<file path="config.mk">
export PLATFORM = sky130hd
export DESIGN_NAME = trap_return_unit
export DESIGN_NICKNAME = d
export VERILOG_FILES = /design/src/rtl/trp_pkg.sv /design/src/rtl/trp_gate.sv /design/src/rtl/trp_sret_next.sv /design/src/rtl/trp_mret_next.sv /design/src/rtl/trap_return_unit.sv
export SDC_FILE = /design/constraint.sdc
export NUM_CORES = 1
export LEC_CHECK = 0
export ABC_AREA = 1
export ABC_CLOCK_PERIOD_IN_PS = 1700
export BUFFER_PORTS_ARGS = -buffer_cell sky130_fd_sc_hd__clkbuf_2
export CAP_MARGIN = 20
export CORE_AREA = 2 2 184 186
export DETAILED_ROUTE_END_ITERATION = 8
export DIE_AREA = 0 0 186 188
export PLACE_DENSITY = 0.52
export SYNTH_ARGS = -nofsm -noshare
export SYNTH_HDL_FRONTEND = slang
export SYNTH_SLANG_ARGS = --single-unit
</file>
<file path="constraint.sdc">
create_clock -name clk -period 1.7 [get_ports clk]
set_clock_uncertainty 0.1 [all_clocks]
set_input_delay 0.255 -clock clk [delete_from_list [all_inputs] [get_ports clk]]
set_output_delay 0.255 -clock clk [all_outputs]
set_load 0.02 [all_outputs]
</file>
<file path="src/rtl/trp_pkg.sv">
package trp_pkg;

  localparam logic [1:0] PRIV_U = 2'd0;
  localparam logic [1:0] PRIV_S = 2'd1;
  localparam logic [1:0] PRIV_M = 2'd3;

  typedef enum logic [4:0] {
    CAUSE_MISALIGN = 5'd0,
    CAUSE_ACCESS   = 5'd1,
    CAUSE_ILLEGAL  = 5'd2,
    CAUSE_VIRT     = 5'd22
  } cause_e;

  typedef enum logic {
    RET_SUP  = 1'b0,
    RET_MACH = 1'b1
  } ret_kind_e;

  // Machine status bit positions
  localparam int ST_SUP_IE    = 1;
  localparam int ST_MACH_IE   = 3;
  localparam int ST_SUP_PIE   = 5;
  localparam int ST_MACH_PIE  = 7;
  localparam int ST_SUP_PP    = 8;
  localparam int ST_MACH_PP   = 11;
  localparam int ST_MOD_PRIV  = 17;
  localparam int ST_TRAP_SRET = 22;
  localparam int ST_MACH_PV   = 39;

  // Hypervisor status bit positions
  localparam int HY_SUP_PV    = 7;
  localparam int HY_VTRAP_SR  = 22;

endpackage

</file>
<file path="src/rtl/trp_gate.sv">
module trp_gate
  import trp_pkg::*;
#(
  parameter int RULE_W = 7
) (
  input  logic              kind_mach,
  input  logic [1:0]        priv,
  input  logic              virt,
  input  logic              trap_sret,
  input  logic [1:0]        mach_pp,
  input  logic              vtrap_sret,
  input  logic [1:0]        epc_lo,
  input  logic              cfg_compressed,
  input  logic              cfg_hyp,
  input  logic              cfg_pmp,
  input  logic [RULE_W-1:0] cfg_pmp_rules,
  output logic              fault,
  output cause_e            cause
);

  logic misaligned;
  logic no_rules;

  assign misaligned = !cfg_compressed && (epc_lo != 2'b00);
  assign no_rules   = (cfg_pmp_rules == '0);

  // Ordered refusal chain; first match wins
  always_comb begin
    fault = 1'b0;
    cause = CAUSE_ILLEGAL;
    if (!kind_mach) begin
      if (priv < PRIV_S) begin
        fault = 1'b1;
        cause = CAUSE_ILLEGAL;
      end else if (misaligned) begin
        fault = 1'b1;
        cause = CAUSE_MISALIGN;
      end else if (trap_sret && (priv != PRIV_M)) begin
        fault = 1'b1;
        cause = CAUSE_ILLEGAL;
      end else if (cfg_hyp && virt && vtrap_sret) begin
        fault = 1'b1;
        cause = CAUSE_VIRT;
      end
    end else begin
      if (priv != PRIV_M) begin
        fault = 1'b1;
        cause = CAUSE_ILLEGAL;
      end else if (misaligned) begin
        fault = 1'b1;
        cause = CAUSE_MISALIGN;
      end else if (cfg_pmp && no_rules && (mach_pp != PRIV_M)) begin
        fault = 1'b1;
        cause = CAUSE_ACCESS;
      end
    end
  end

endmodule

</file>
<file path="src/rtl/trp_sret_next.sv">
module trp_sret_next
  import trp_pkg::*;
#(
  parameter int XLEN = 64
) (
  input  logic [XLEN-1:0] ms,
  input  logic [XLEN-1:0] hs,
  input  logic            virt,
  input  logic            cfg_hyp,
  input  logic            cfg_new_spec,
  output logic [XLEN-1:0] ms_next,
  output logic [XLEN-1:0] hs_next,
  output logic [1:0]      priv_next,
  output logic            virt_next,
  output logic            swap
);

  always_comb begin
    ms_next               = ms;
    ms_next[ST_SUP_IE]    = ms[ST_SUP_PIE];
    ms_next[ST_SUP_PIE]   = 1'b1;
    ms_next[ST_SUP_PP]    = 1'b0;
    if (cfg_new_spec) ms_next[ST_MOD_PRIV] = 1'b0;
    priv_next             = {1'b0, ms[ST_SUP_PP]};

    hs_next   = hs;
    virt_next = virt;
    swap      = 1'b0;
    if (cfg_hyp && !virt) begin
      virt_next          = hs[HY_SUP_PV];
      hs_next[HY_SUP_PV] = 1'b0;
      swap               = hs[HY_SUP_PV];
    end
  end

endmodule

</file>
<file path="src/rtl/trp_mret_next.sv">
module trp_mret_next
  import trp_pkg::*;
#(
  parameter int XLEN = 64
) (
  input  logic [XLEN-1:0] ms,
  input  logic            virt,
  input  logic            cfg_hyp,
  input  logic            cfg_new_spec,
  output logic [XLEN-1:0] ms_next,
  output logic [1:0]      priv_next,
  output logic            virt_next,
  output logic            swap
);

  logic [1:0] old_pp;
  assign old_pp = ms[ST_MACH_PP+1:ST_MACH_PP];

  always_comb begin
    ms_next                             = ms;
    ms_next[ST_MACH_IE]                 = ms[ST_MACH_PIE];
    ms_next[ST_MACH_PIE]                = 1'b1;
    ms_next[ST_MACH_PP+1:ST_MACH_PP]    = PRIV_U;
    ms_next[ST_MACH_PV]                 = 1'b0;
    if (cfg_new_spec && (old_pp != PRIV_M)) ms_next[ST_MOD_PRIV] = 1'b0;
    priv_next = old_pp;

    virt_next = virt;
    swap      = 1'b0;
    if (cfg_hyp) begin
      virt_next = ms[ST_MACH_PV];
      swap      = ms[ST_MACH_PV];
    end
  end

endmodule

</file>
<file path="src/rtl/trap_return_unit.sv">
module trap_return_unit
  import trp_pkg::*;
#(
  parameter int XLEN   = 64,
  parameter int RULE_W = 7
) (
  input  logic              clk,
  input  logic              rst,
  input  logic              req_valid,
  input  logic              req_kind,
  input  logic [1:0]        cur_priv,
  input  logic              cur_virt,
  input  logic [XLEN-1:0]   mstatus_in,
  input  logic [XLEN-1:0]   hstatus_in,
  input  logic [XLEN-1:0]   mepc_in,
  input  logic [XLEN-1:0]   sepc_in,
  input  logic              cfg_compressed,
  input  logic              cfg_hyp,
  input  logic              cfg_pmp,
  input  logic [RULE_W-1:0] cfg_pmp_rules,
  input  logic              cfg_new_spec,
  output logic              ret_valid,
  output logic [XLEN-1:0]   ret_pc,
  output logic [XLEN-1:0]   mstatus_out,
  output logic [XLEN-1:0]   hstatus_out,
  output logic [1:0]        priv_out,
  output logic              virt_out,
  output logic              swap_req,
  output logic              exc_valid,
  output logic [4:0]        exc_cause
);

  localparam int PP_HI = ST_MACH_PP + 1;

  logic            is_mach;
  logic [XLEN-1:0] sel_epc;
  logic            fault;
  cause_e          cause;

  logic [XLEN-1:0] s_ms, s_hs, m_ms;
  logic [1:0]      s_priv, m_priv;
  logic            s_virt, m_virt, s_swap, m_swap;

  assign is_mach = (req_kind == RET_MACH);
  assign sel_epc = is_mach ? mepc_in : sepc_in;

  trp_gate #(.RULE_W(RULE_W)) u_gate (
    .kind_mach      (is_mach),
    .priv           (cur_priv),
    .virt           (cur_virt),
    .trap_sret      (mstatus_in[ST_TRAP_SRET]),
    .mach_pp        (mstatus_in[PP_HI:ST_MACH_PP]),
    .vtrap_sret     (hstatus_in[HY_VTRAP_SR]),
    .epc_lo         (sel_epc[1:0]),
    .cfg_compressed (cfg_compressed),
    .cfg_hyp        (cfg_hyp),
    .cfg_pmp        (cfg_pmp),
    .cfg_pmp_rules  (cfg_pmp_rules),
    .fault          (fault),
    .cause          (cause)
  );

  trp_sret_next #(.XLEN(XLEN)) u_sret (
    .ms           (mstatus_in),
    .hs           (hstatus_in),
    .virt         (cur_virt),
    .cfg_hyp      (cfg_hyp),
    .cfg_new_spec (cfg_new_spec),
    .ms_next      (s_ms),
    .hs_next      (s_hs),
    .priv_next    (s_priv),
    .virt_next    (s_virt),
    .swap         (s_swap)
  );

  trp_mret_next #(.XLEN(XLEN)) u_mret (
    .ms           (mstatus_in),
    .virt         (cur_virt),
    .cfg_hyp      (cfg_hyp),
    .cfg_new_spec (cfg_new_spec),
    .ms_next      (m_ms),
    .priv_next    (m_priv),
    .virt_next    (m_virt),
    .swap         (m_swap)
  );

  always_ff @(posedge clk) begin
    if (rst) begin
      ret_valid   <= 1'b0;
      ret_pc      <= '0;
      mstatus_out <= '0;
      hstatus_out <= '0;
      priv_out    <= PRIV_M;
      virt_out    <= 1'b0;
      swap_req    <= 1'b0;
      exc_valid   <= 1'b0;
      exc_cause   <= '0;
    end else begin
      ret_valid <= 1'b0;
      swap_req  <= 1'b0;
      exc_valid <= 1'b0;
      if (req_valid) begin
        if (fault) begin
          exc_valid   <= 1'b1;
          exc_cause   <= cause;
          mstatus_out <= mstatus_in;
          hstatus_out <= hstatus_in;
          priv_out    <= cur_priv;
          virt_out    <= cur_virt;
        end else begin
          ret_valid <= 1'b1;
          ret_pc    <= sel_epc;
          if (is_mach) begin
            mstatus_out <= m_ms;
            hstatus_out <= hstatus_in;
            priv_out    <= m_priv;
            virt_out    <= m_virt;
            swap_req    <= m_swap;
          end else begin
            mstatus_out <= s_ms;
            hstatus_out <= s_hs;
            priv_out    <= s_priv;
            virt_out    <= s_virt;
            swap_req    <= s_swap;
          end
        end
      end
    end
  end

endmodule

</file>
* Word-level counts from Yosys, hierarchy flattened
Index checks and enable logic that the tools add are counted.
Storage, ports and cells: register bits 203, bits of input ports 274, output and inout bits 203, word-level logic and storage cells 65
Cells by class: $lt $le $gt $ge 1, equality and inequality tests 2, muxes and demuxes 35, bitwise gates (word level) 2, reduce and logical (&&, ||, !) cells 16
Operators by type and width (number):
- 40-bit two-way mux | 2
- 64-bit two-way mux | 1
- 5-bit two-way mux | 7
- 1-bit two-way mux | 20
- 8-bit two-way mux | 2
- 1-bit logical AND | 8
- 7-bit zero test | 1
- 2-bit two-way mux | 3
- 2-bit != test (second input constant) | 2
- 2-bit AND reduction | 2
- 3-bit OR reduction | 1
- 1-bit zero test | 2
- 2-bit by 1-bit < comparator with 1-bit output (second input constant) | 1
- 1-bit NOT | 2
- 2-bit nonzero test | 1
- 2-bit OR reduction | 1

* Logic depth before layout (Yosys ltp)
Gate-level depths: netlist of run 1.
depth in word-level cells 9, depth in mapped cells 13, mapped depth without buffers 11

* Hierarchy
Synthesis of run 1 repeated with hierarchy kept, for this count alone.
Unflattened totals: cell total of the unflattened synthesis 2047, area total of the unflattened synthesis 12456.9 µm²
By module, submodules not included:
- trap_return_unit | instances 1, cells each 1802, area an instance 10749.1 µm², sequential area each 4063.9 µm²
- trp_sret_next | instances 1, cells each 138, area an instance 1004.7 µm², sequential area each 0.0 µm²
- trp_mret_next | instances 1, cells each 74, area an instance 528.0 µm², sequential area each 0.0 µm²
- trp_gate | instances 1, cells each 33, area an instance 175.2 µm², sequential area each 0.0 µm²

* Least setup slack after synthesis of run 1
Ideal clock, no wire load.
kind in2reg, from input port cfg_pmp_rules[5], to register ret_pc[2], library setup time 112 ps, data arrival time 1426 ps, data required time 1488 ps, slack 63 ps, stages 11, path buffers 2, cells stage by stage or2_2 > nor2_1 > nand2_1 > nand3_4 > nand2_4 > nand2_4 > inv_2 > buf_6 > buf_6 > nor2_1 > nor2_1
On the way: word-level cells in the longest chain between the ends 9
Ends and longest elaborated chain:
- start: declaration | RTL line trap_return_unit.sv:20 | input logic [RULE_W-1:0] cfg_pmp_rules,
- 7-bit zero test | RTL line trp_gate.sv:25 | assign no_rules = (cfg_pmp_rules == '0);
- 1-bit logical AND (2 in a row) | RTL line trp_gate.sv:52 | end else if (cfg_pmp && no_rules && (mach_pp != PRIV_M)) begin
- 1-bit two-way mux | RTL line trp_gate.sv:52
- 1-bit two-way mux | RTL line trp_gate.sv:49 | end else if (misaligned) begin
- 1-bit two-way mux | RTL line trp_gate.sv:46 | if (priv != PRIV_M) begin
- 1-bit two-way mux | RTL line trp_gate.sv:31 | if (!kind_mach) begin
- 1-bit NOT (no source line)
- 2-bit AND reduction (no source line)
- end signal: assignment | RTL line trap_return_unit.sv:112 | ret_pc <= sel_epc;
- end: declaration | RTL line trap_return_unit.sv:23 | output logic [XLEN-1:0] ret_pc,
Every way passes these cells. A chain may end at the register's enable or synchronous reset.

* Final worst setup path of run 1
from input port cur_priv[1], to register ret_pc[50]
On the way: word-level cells in the longest chain between the ends 8, elaborated cells on any way between the ends 10, those cells by class order compare: 1; eq/ne: 1; mux: 5; bitwise: 1; reduce/logical: 2
Ends and longest elaborated chain:
- start: declaration | RTL line trap_return_unit.sv:11 | input logic [1:0] cur_priv,
- 2-bit != test | RTL line trp_gate.sv:38, trp_gate.sv:46
- 1-bit logical AND | RTL line trp_gate.sv:38 | end else if (trap_sret && (priv != PRIV_M)) begin
- 1-bit two-way mux | RTL line trp_gate.sv:38
- 1-bit two-way mux | RTL line trp_gate.sv:35 | end else if (misaligned) begin
- 1-bit two-way mux | RTL line trp_gate.sv:32 | if (priv < PRIV_S) begin
- 1-bit two-way mux * | RTL line trp_gate.sv:31
- 1-bit NOT (no source line) *
- 2-bit AND reduction (no source line) *
Mark *: on every way between the ends. The rest lies on a longest branch, timed or not.

==> results of run 1 <==
[metrics by stage]
stage | instances | hold WS (ns)
after floorplan | 1082 | 0.2507
after global placement | 1961 | 0.3495
after detailed placement | 1961 | 0.3569
after CTS | 2158 | 0.00007172
after global routing | 2164 | 0.009478
final | 2164 | 0.01503
[worst paths after layout]
path | start | to | slack (ns) | cells past startpoint
setup / recovery | cur_priv[1] | ret_pc[50]$_SDFFE_PP0P_ | 0.04 | 11
hold / removal | mepc_in[17] | ret_pc[17]$_SDFFE_PP0P_ | 0.02 | 5
setup reg to reg | mstatus_out[17]$_SDFFE_PP0P_ | mstatus_out[17]$_SDFFE_PP0P_ | 0.85 | 4
hold reg to reg | ret_pc[55]$_SDFFE_PP0P_ | ret_pc[55]$_SDFFE_PP0P_ | 0.37 | 2
[placed cells by master (no fill, tap or decap), drive strengths merged, types with 26 or more instances in the layout]
cell	n
nand2	111
nand3	73
mux2i	62
dfxtp	201
inv	26
nor2	377
buf	42
o21ai	130
dlygate4sd3	157
clkbuf	504
[area by class of cell]
class,count,share of cell area
clock buffers,31,0.04710
clock inverters,7,0.004838
inverters,27,0.008671
multi-input cells,776,0.2747
flip-flops and latches,201,0.2935
well taps,448,0.04089
repair buffers,674,0.3302
[routing by layer]
metal	global-route usage	wire [µm]	vias up
met2	0.2995	15580	370
li1	-	-	4724
met3	0.03807	2416	58
met4	0.05815	980	0
met5	0	0	-
met1	0.2034	13380	4239
[registers in the layout (all words and copies together) (netlist names)]
register     flops
exc_cause        3
exc_valid        1
hstatus_out     64
mstatus_out     64
priv_out         2
ret_pc          64
ret_valid        1
swap_req         1
virt_out         1
[worst min-delay path, cell delays in order]
cell and delay [ns]:
clkbuf_2 0.08, mux2i_1 0.06, nand3_1 0.08, nand2_1 0.05, nor2_1 0.08
[kinds of logic (layout without fill, tap and decap cells)]
kind of cell | after synthesis | after routing | synth area share
AND/OR/NAND/NOR | 566 | 566 | 0.2787
flip-flops | 201 | 201 | 0.4949
buffers and inverters | 105 | 739 | 0.05725
multiplexers | 62 | 62 | 0.07633
other | 1 | 1 | 0.0004612
AO/OA/AOI/OAI | 147 | 147 | 0.09234
[report_power, final]
group	switching (W)	internal, W	leakage, nW	total, W
combinational	0.00140	0.00110	4.88	0.00250
clock	0.00199	0.00279	0.351	0.00478
sequential	0.000158	0.00503	1.66	0.00518
[timing repair]
item	in CTS	in global routing
gates resized for setup	0	46
setup endpoints to repair	0	72
hold buffers	159	0
buffers inserted	0	1
endpoints found under the hold margin	150	0
==> results.tsv, run 1 <==
metric	value	unit
Routed WL	32360	µm
First-pass DRT Iterations	5	
RePlAce Congestion	0.8078	
EDFF count, synth	0	
max incr delay on CP	0.57	ns
# setup viols final	0	
CP startpoint kind	input port	
Largest delay share family, worst path	buffers and inverters	
synthesized flop and latch total	201	
dpl ws	-0.04316	ns
vias in the first global route	9275	
Starting Density	0.2455	
leakage	6.889	nW
vias	9391	
minimum clock period	1.658	ns
max-cap viol count	0	
Synth Warn #	0	
min-delay worst type	input port to flop	
Wirelength per Cell	14.96	µm
Rel. slew slack	0.6629	
Post-Syn Area per Cell	7.514	µm²
Slowest cell on crit path	dlygate4sd3_1	
Fillers	3409	
HPWL after DPL	21790	µm
Synth cell types	26	
1st-iter DRT viols	362	
CP required	2.00	ns
Final WS setup	0.04186	ns
Remaining DRCs	0	
root buffer cell	clkbuf_16	
final core occ	0.4140	
CP max FO	9	
die area	34970	µm²
Die W	186	µm
initial antenna violation count	0	
Hold Violations, Final	0	
Overall Power	0.01246	W
GRT overflow	0	
sequential area share after synthesis	0.4949	
Critical Path AT	1.95	ns
# IOs	477	
Total GRT Usage	0.1706	
CTS sink cnt	201	
TritonCTS clock tree	yes	
Synth Cell Area	8130	µm²
Pwr Density	909.2	nW/µm²
Area growth syn-to-layout	68.61	%
Synth top cells by count	377 x nor2_1, 201 x dfxtp_1, 129 x o21ai_0	
fmax	603.1	MHz
cts bufs inserted	23	
H-Tree Depth	1	
ant diodes	0	
clk_lat worst skew	0.50	ns
CTS clk-pin slew, worst paths	0.06	ns
Tightest Pin Transition	0.5057	ns
cells after synthesis	1082	
top cells by area, synth	dfxtp_1 49%, nor2_1 17%, o21ai_0 7.9%, mux2i_1 7.6%, nand2_1 5.0%	
first-pass GRT wire length	48040	µm
crit path buf inv count	4	
critical-path cell list	dlygate4sd3_1 -> buf_6 -> o21ai_4 -> nor2_4 -> nand3_4 -> nand2_8 -> nand2_8 -> clkinv_8 -> clkbuf_16 -> nor2_1 -> nor2_1	
Crit. End Element	flop	
antenna viol nets, final	0	
worst ir drop on vdd	0.6871	mV
Max clock buf depth	3	
Main synth FF type	dfxtp_1	
DP Area	11100	µm²
CP Class	input port to flop	
core area	33110	µm²
area of the multi-input gates	3766	µm²
layout cells sized above 1	0.3374	
die height	188	µm
outcome	finished clean	
setup TNS	0	ns
Synth Net Count	1356	
largest net degree at the start of global routing	112	
Reg area	4024	µm²
fin crit share	0.9754	
count leader, synth	nor2_1	
row count	67	
vias per cell	4.340	
largest area contributor in the netlist	dfxtp_1	
Max Slew Vio Count	0	
Final nets	1977	
Port Buffers	475	
fraction of registers with async set/reset	0	
area share of the largest cell type after synthesis	0.4949	
post-route design area	13710	µm²
(Power assumes the default switching activity.)
==> run 2: changes to the inputs <==
--- a/config.mk
+++ b/config.mk
@@ -12,6 +12,7 @@
 export CORE_AREA = 2 2 184 186
 export DETAILED_ROUTE_END_ITERATION = 8
 export DIE_AREA = 0 0 186 188
+export HOLD_SLACK_MARGIN = 0.08
 export PLACE_DENSITY = 0.52
 export SYNTH_ARGS = -nofsm -noshare
 export SYNTH_HDL_FRONTEND = slang
==> run 2 against run 1 <==
  * Sequential share of layout area decreased by 2.1 points
  * Clock power about the same
  * Maximum frequency decreased by 0.48%
  * Critical path depth unchanged
  * Via count increased by 4.9%
  * Critical path type unchanged
  * Critical endpoint is now ret_pc[29]$_SDFFE_PP0P_
  * Largest cell class unchanged
==> results.tsv, run 2 (same netlist as run 1, synthesis figures left out) <==
metric	value	unit
critical-path cell list	dlygate4sd3_1 -> buf_4 -> o21ai_4 -> nor2_4 -> nand3_4 -> nand2_8 -> nand2_8 -> clkinv_8 -> buf_6 -> nor2_1 -> nor2_1	
Final nets	2083	
vias in the first global route	10066	
initial antenna violation count	0	
Clock power frac	0.376	
WP depth	11	
Slowest cell on crit path	dlygate4sd3_1	
Crit. End Element	flop	
Seq pwr share	0.408	
die area	34970	µm²
post-route insts no fill	2270	
Die W	186	µm
Largest delay share family, worst path	buffers and inverters	
CP max FO	11	
reg2reg end	hstatus_out[2]$_SDFFE_PP0P_	
H-Tree Depth	1	
core area	33110	µm²
Port Buffers	475	
fin crit share	0.9801	
largest net degree at the start of global routing	112	
setup TNS	0	ns
Hold Violations, Final	0	
Routed WL	33980	µm
Area growth syn-to-layout	81.55	%
setup slack, reg-to-reg	0.41	ns
# IOs	477	
Top Registers	hstatus_out (64), mstatus_out (64), ret_pc (64)	
Wirelength per Cell	14.97	µm
TritonCTS clock tree	yes	
RePlAce Congestion	0.8078	
die height	188	µm
min-delay worst type	input port to flop	
CTS sink cnt	201	
CP startpoint kind	input port	
antenna viol nets, final	0	
HPWL after DPL	21790	µm
root buffer cell	clkbuf_16	
Max Slew Vio Count	0	
vias per cell	4.339	
1st-iter DRT viols	408	
max-cap viol count	0	
CP Class	input port to flop	
Pwr Density	861.7	nW/µm²
outcome	finished clean	
ant diodes	0	
Setup crit start	cur_priv[1]	
vias	9849	
Critical Path Sink	ret_pc[29]$_SDFFE_PP0P_	
worst ir drop on vdd	0.6870	mV
Final WS setup	0.03389	ns
most frequent cells in the layout	469 x clkbuf_2, 364 x nor2_1, 263 x dlygate4sd3_1, 201 x dfxtp_1, 127 x o21ai_0	
Placed Instances	1961	
Gate power share	0.217	
layout cells sized above 1	0.3183	
Total GRT Usage	0.1795	
R2R depth	3	
# setup viols final	0	
GRT overflow	0	
row count	67	
CTS clk-pin slew, worst paths	0.06	ns
Sw Pwr	0.003603	W
First-pass DRT Iterations	4	
Starting Density	0.2455	
commonest non-fill, non-tap cell in the layout	clkbuf_2	
cts bufs inserted	23	
crit path buf inv count	4	
CP required	2.01	ns
Remaining DRCs	0	
dpl ws	-0.04316	ns
Max clock buf depth	3	
fmax	600.2	MHz
clk_lat worst skew	0.50	ns
Tightest Pin Transition	0.5152	ns
r2r startpoint	hstatus_out[2]$_SDFFE_PP0P_	
minimum clock period	1.666	ns
max incr delay on CP	0.56	ns
leakage	7.329	nW
Critical Path AT	1.98	ns
Net Sw Frac	0.2833	
first-pass GRT wire length	50750	µm
Rel. slew slack	0.6566	
Internal	0.009116	W
## run 2: repair_timing
item,in CTS,in global routing
setup endpoints to repair,0,72
hold endpoints to repair,198,1
hold buffers,263,1
gates resized for setup,0,44
setup buffers,0,2
## run 2: metrics by stage
stage / power [W] / cell area [µm²] / util / hold slack, ns
after floorplan: 0.006422 / 8130 / - / 0.2507
after global placement: 0.007355 / 11100 / 0.3352 / 0.3495
after detailed placement: 0.007375 / 11100 / 0.3352 / 0.3569
after CTS: 0.01276 / 14440 / 0.4362 / 0.08393
after global routing: 0.01336 / 14760 / 0.4458 / 0.1237
final: 0.01272 / 14760 / 0.4458 / 0.1034
## run 2: power groups by stage
stage / Clock [W] / Combinational, W / Sequential [W]
floorplan: 0 / 0.000777 / 0.00565
global placement: 0 / 0.00209 / 0.00527
detailed placement: 0 / 0.00210 / 0.00528
CTS: 0.00495 / 0.00264 / 0.00518
global route: 0.00514 / 0.00300 / 0.00522
finish: 0.00478 / 0.00276 / 0.00518
## run 2: layer usage
layer | GRT usage | vias to the layer above | share of wire
li1 | - | 4931 | -
met1 | 0.2097 | 4442 | 0.41
met2 | 0.3164 | 400 | 0.48
met3 | 0.04001 | 76 | 0.076
met4 | 0.06875 | 0 | 0.037
met5 | 0 | - | 0
## run 2: how the worst min path moves through the flow
stage                            start                       to  cells past startpoint
6_report                   mepc_in[44]  ret_pc[44]$_SDFFE_PP0P_                      5
3_3_place_gp    ret_pc[6]$_SDFFE_PP0P_   ret_pc[6]$_SDFFE_PP0P_                      2
3_5_place_dp   ret_pc[52]$_SDFFE_PP0P_  ret_pc[52]$_SDFFE_PP0P_                      2
5_1_grt                            rst  ret_pc[35]$_SDFFE_PP0P_                      5
2_1_floorplan                      rst     exc_valid$_SDFF_PP0_                      1
4_1_cts                    mepc_in[44]  ret_pc[44]$_SDFFE_PP0P_                      5
## run 2: final cells by class
cell class / instances / area, µm²
flip-flops and latches: 201 / 4024
fillers: 3264 / 18350
clock inverters: 7 / 66.31
clock buffers: 31 / 645.6
inverters: 27 / 118.9
repair buffers: 780 / 5579
well taps: 448 / 560.5
multi-input cells: 776 / 3766
## run 2: worst min-delay path, stage by stage
cell	delay, ns
clkbuf_2	0.10
mux2i_1	0.09
nand3_1	0.09
nand2_1	0.05
nor2_1	0.09
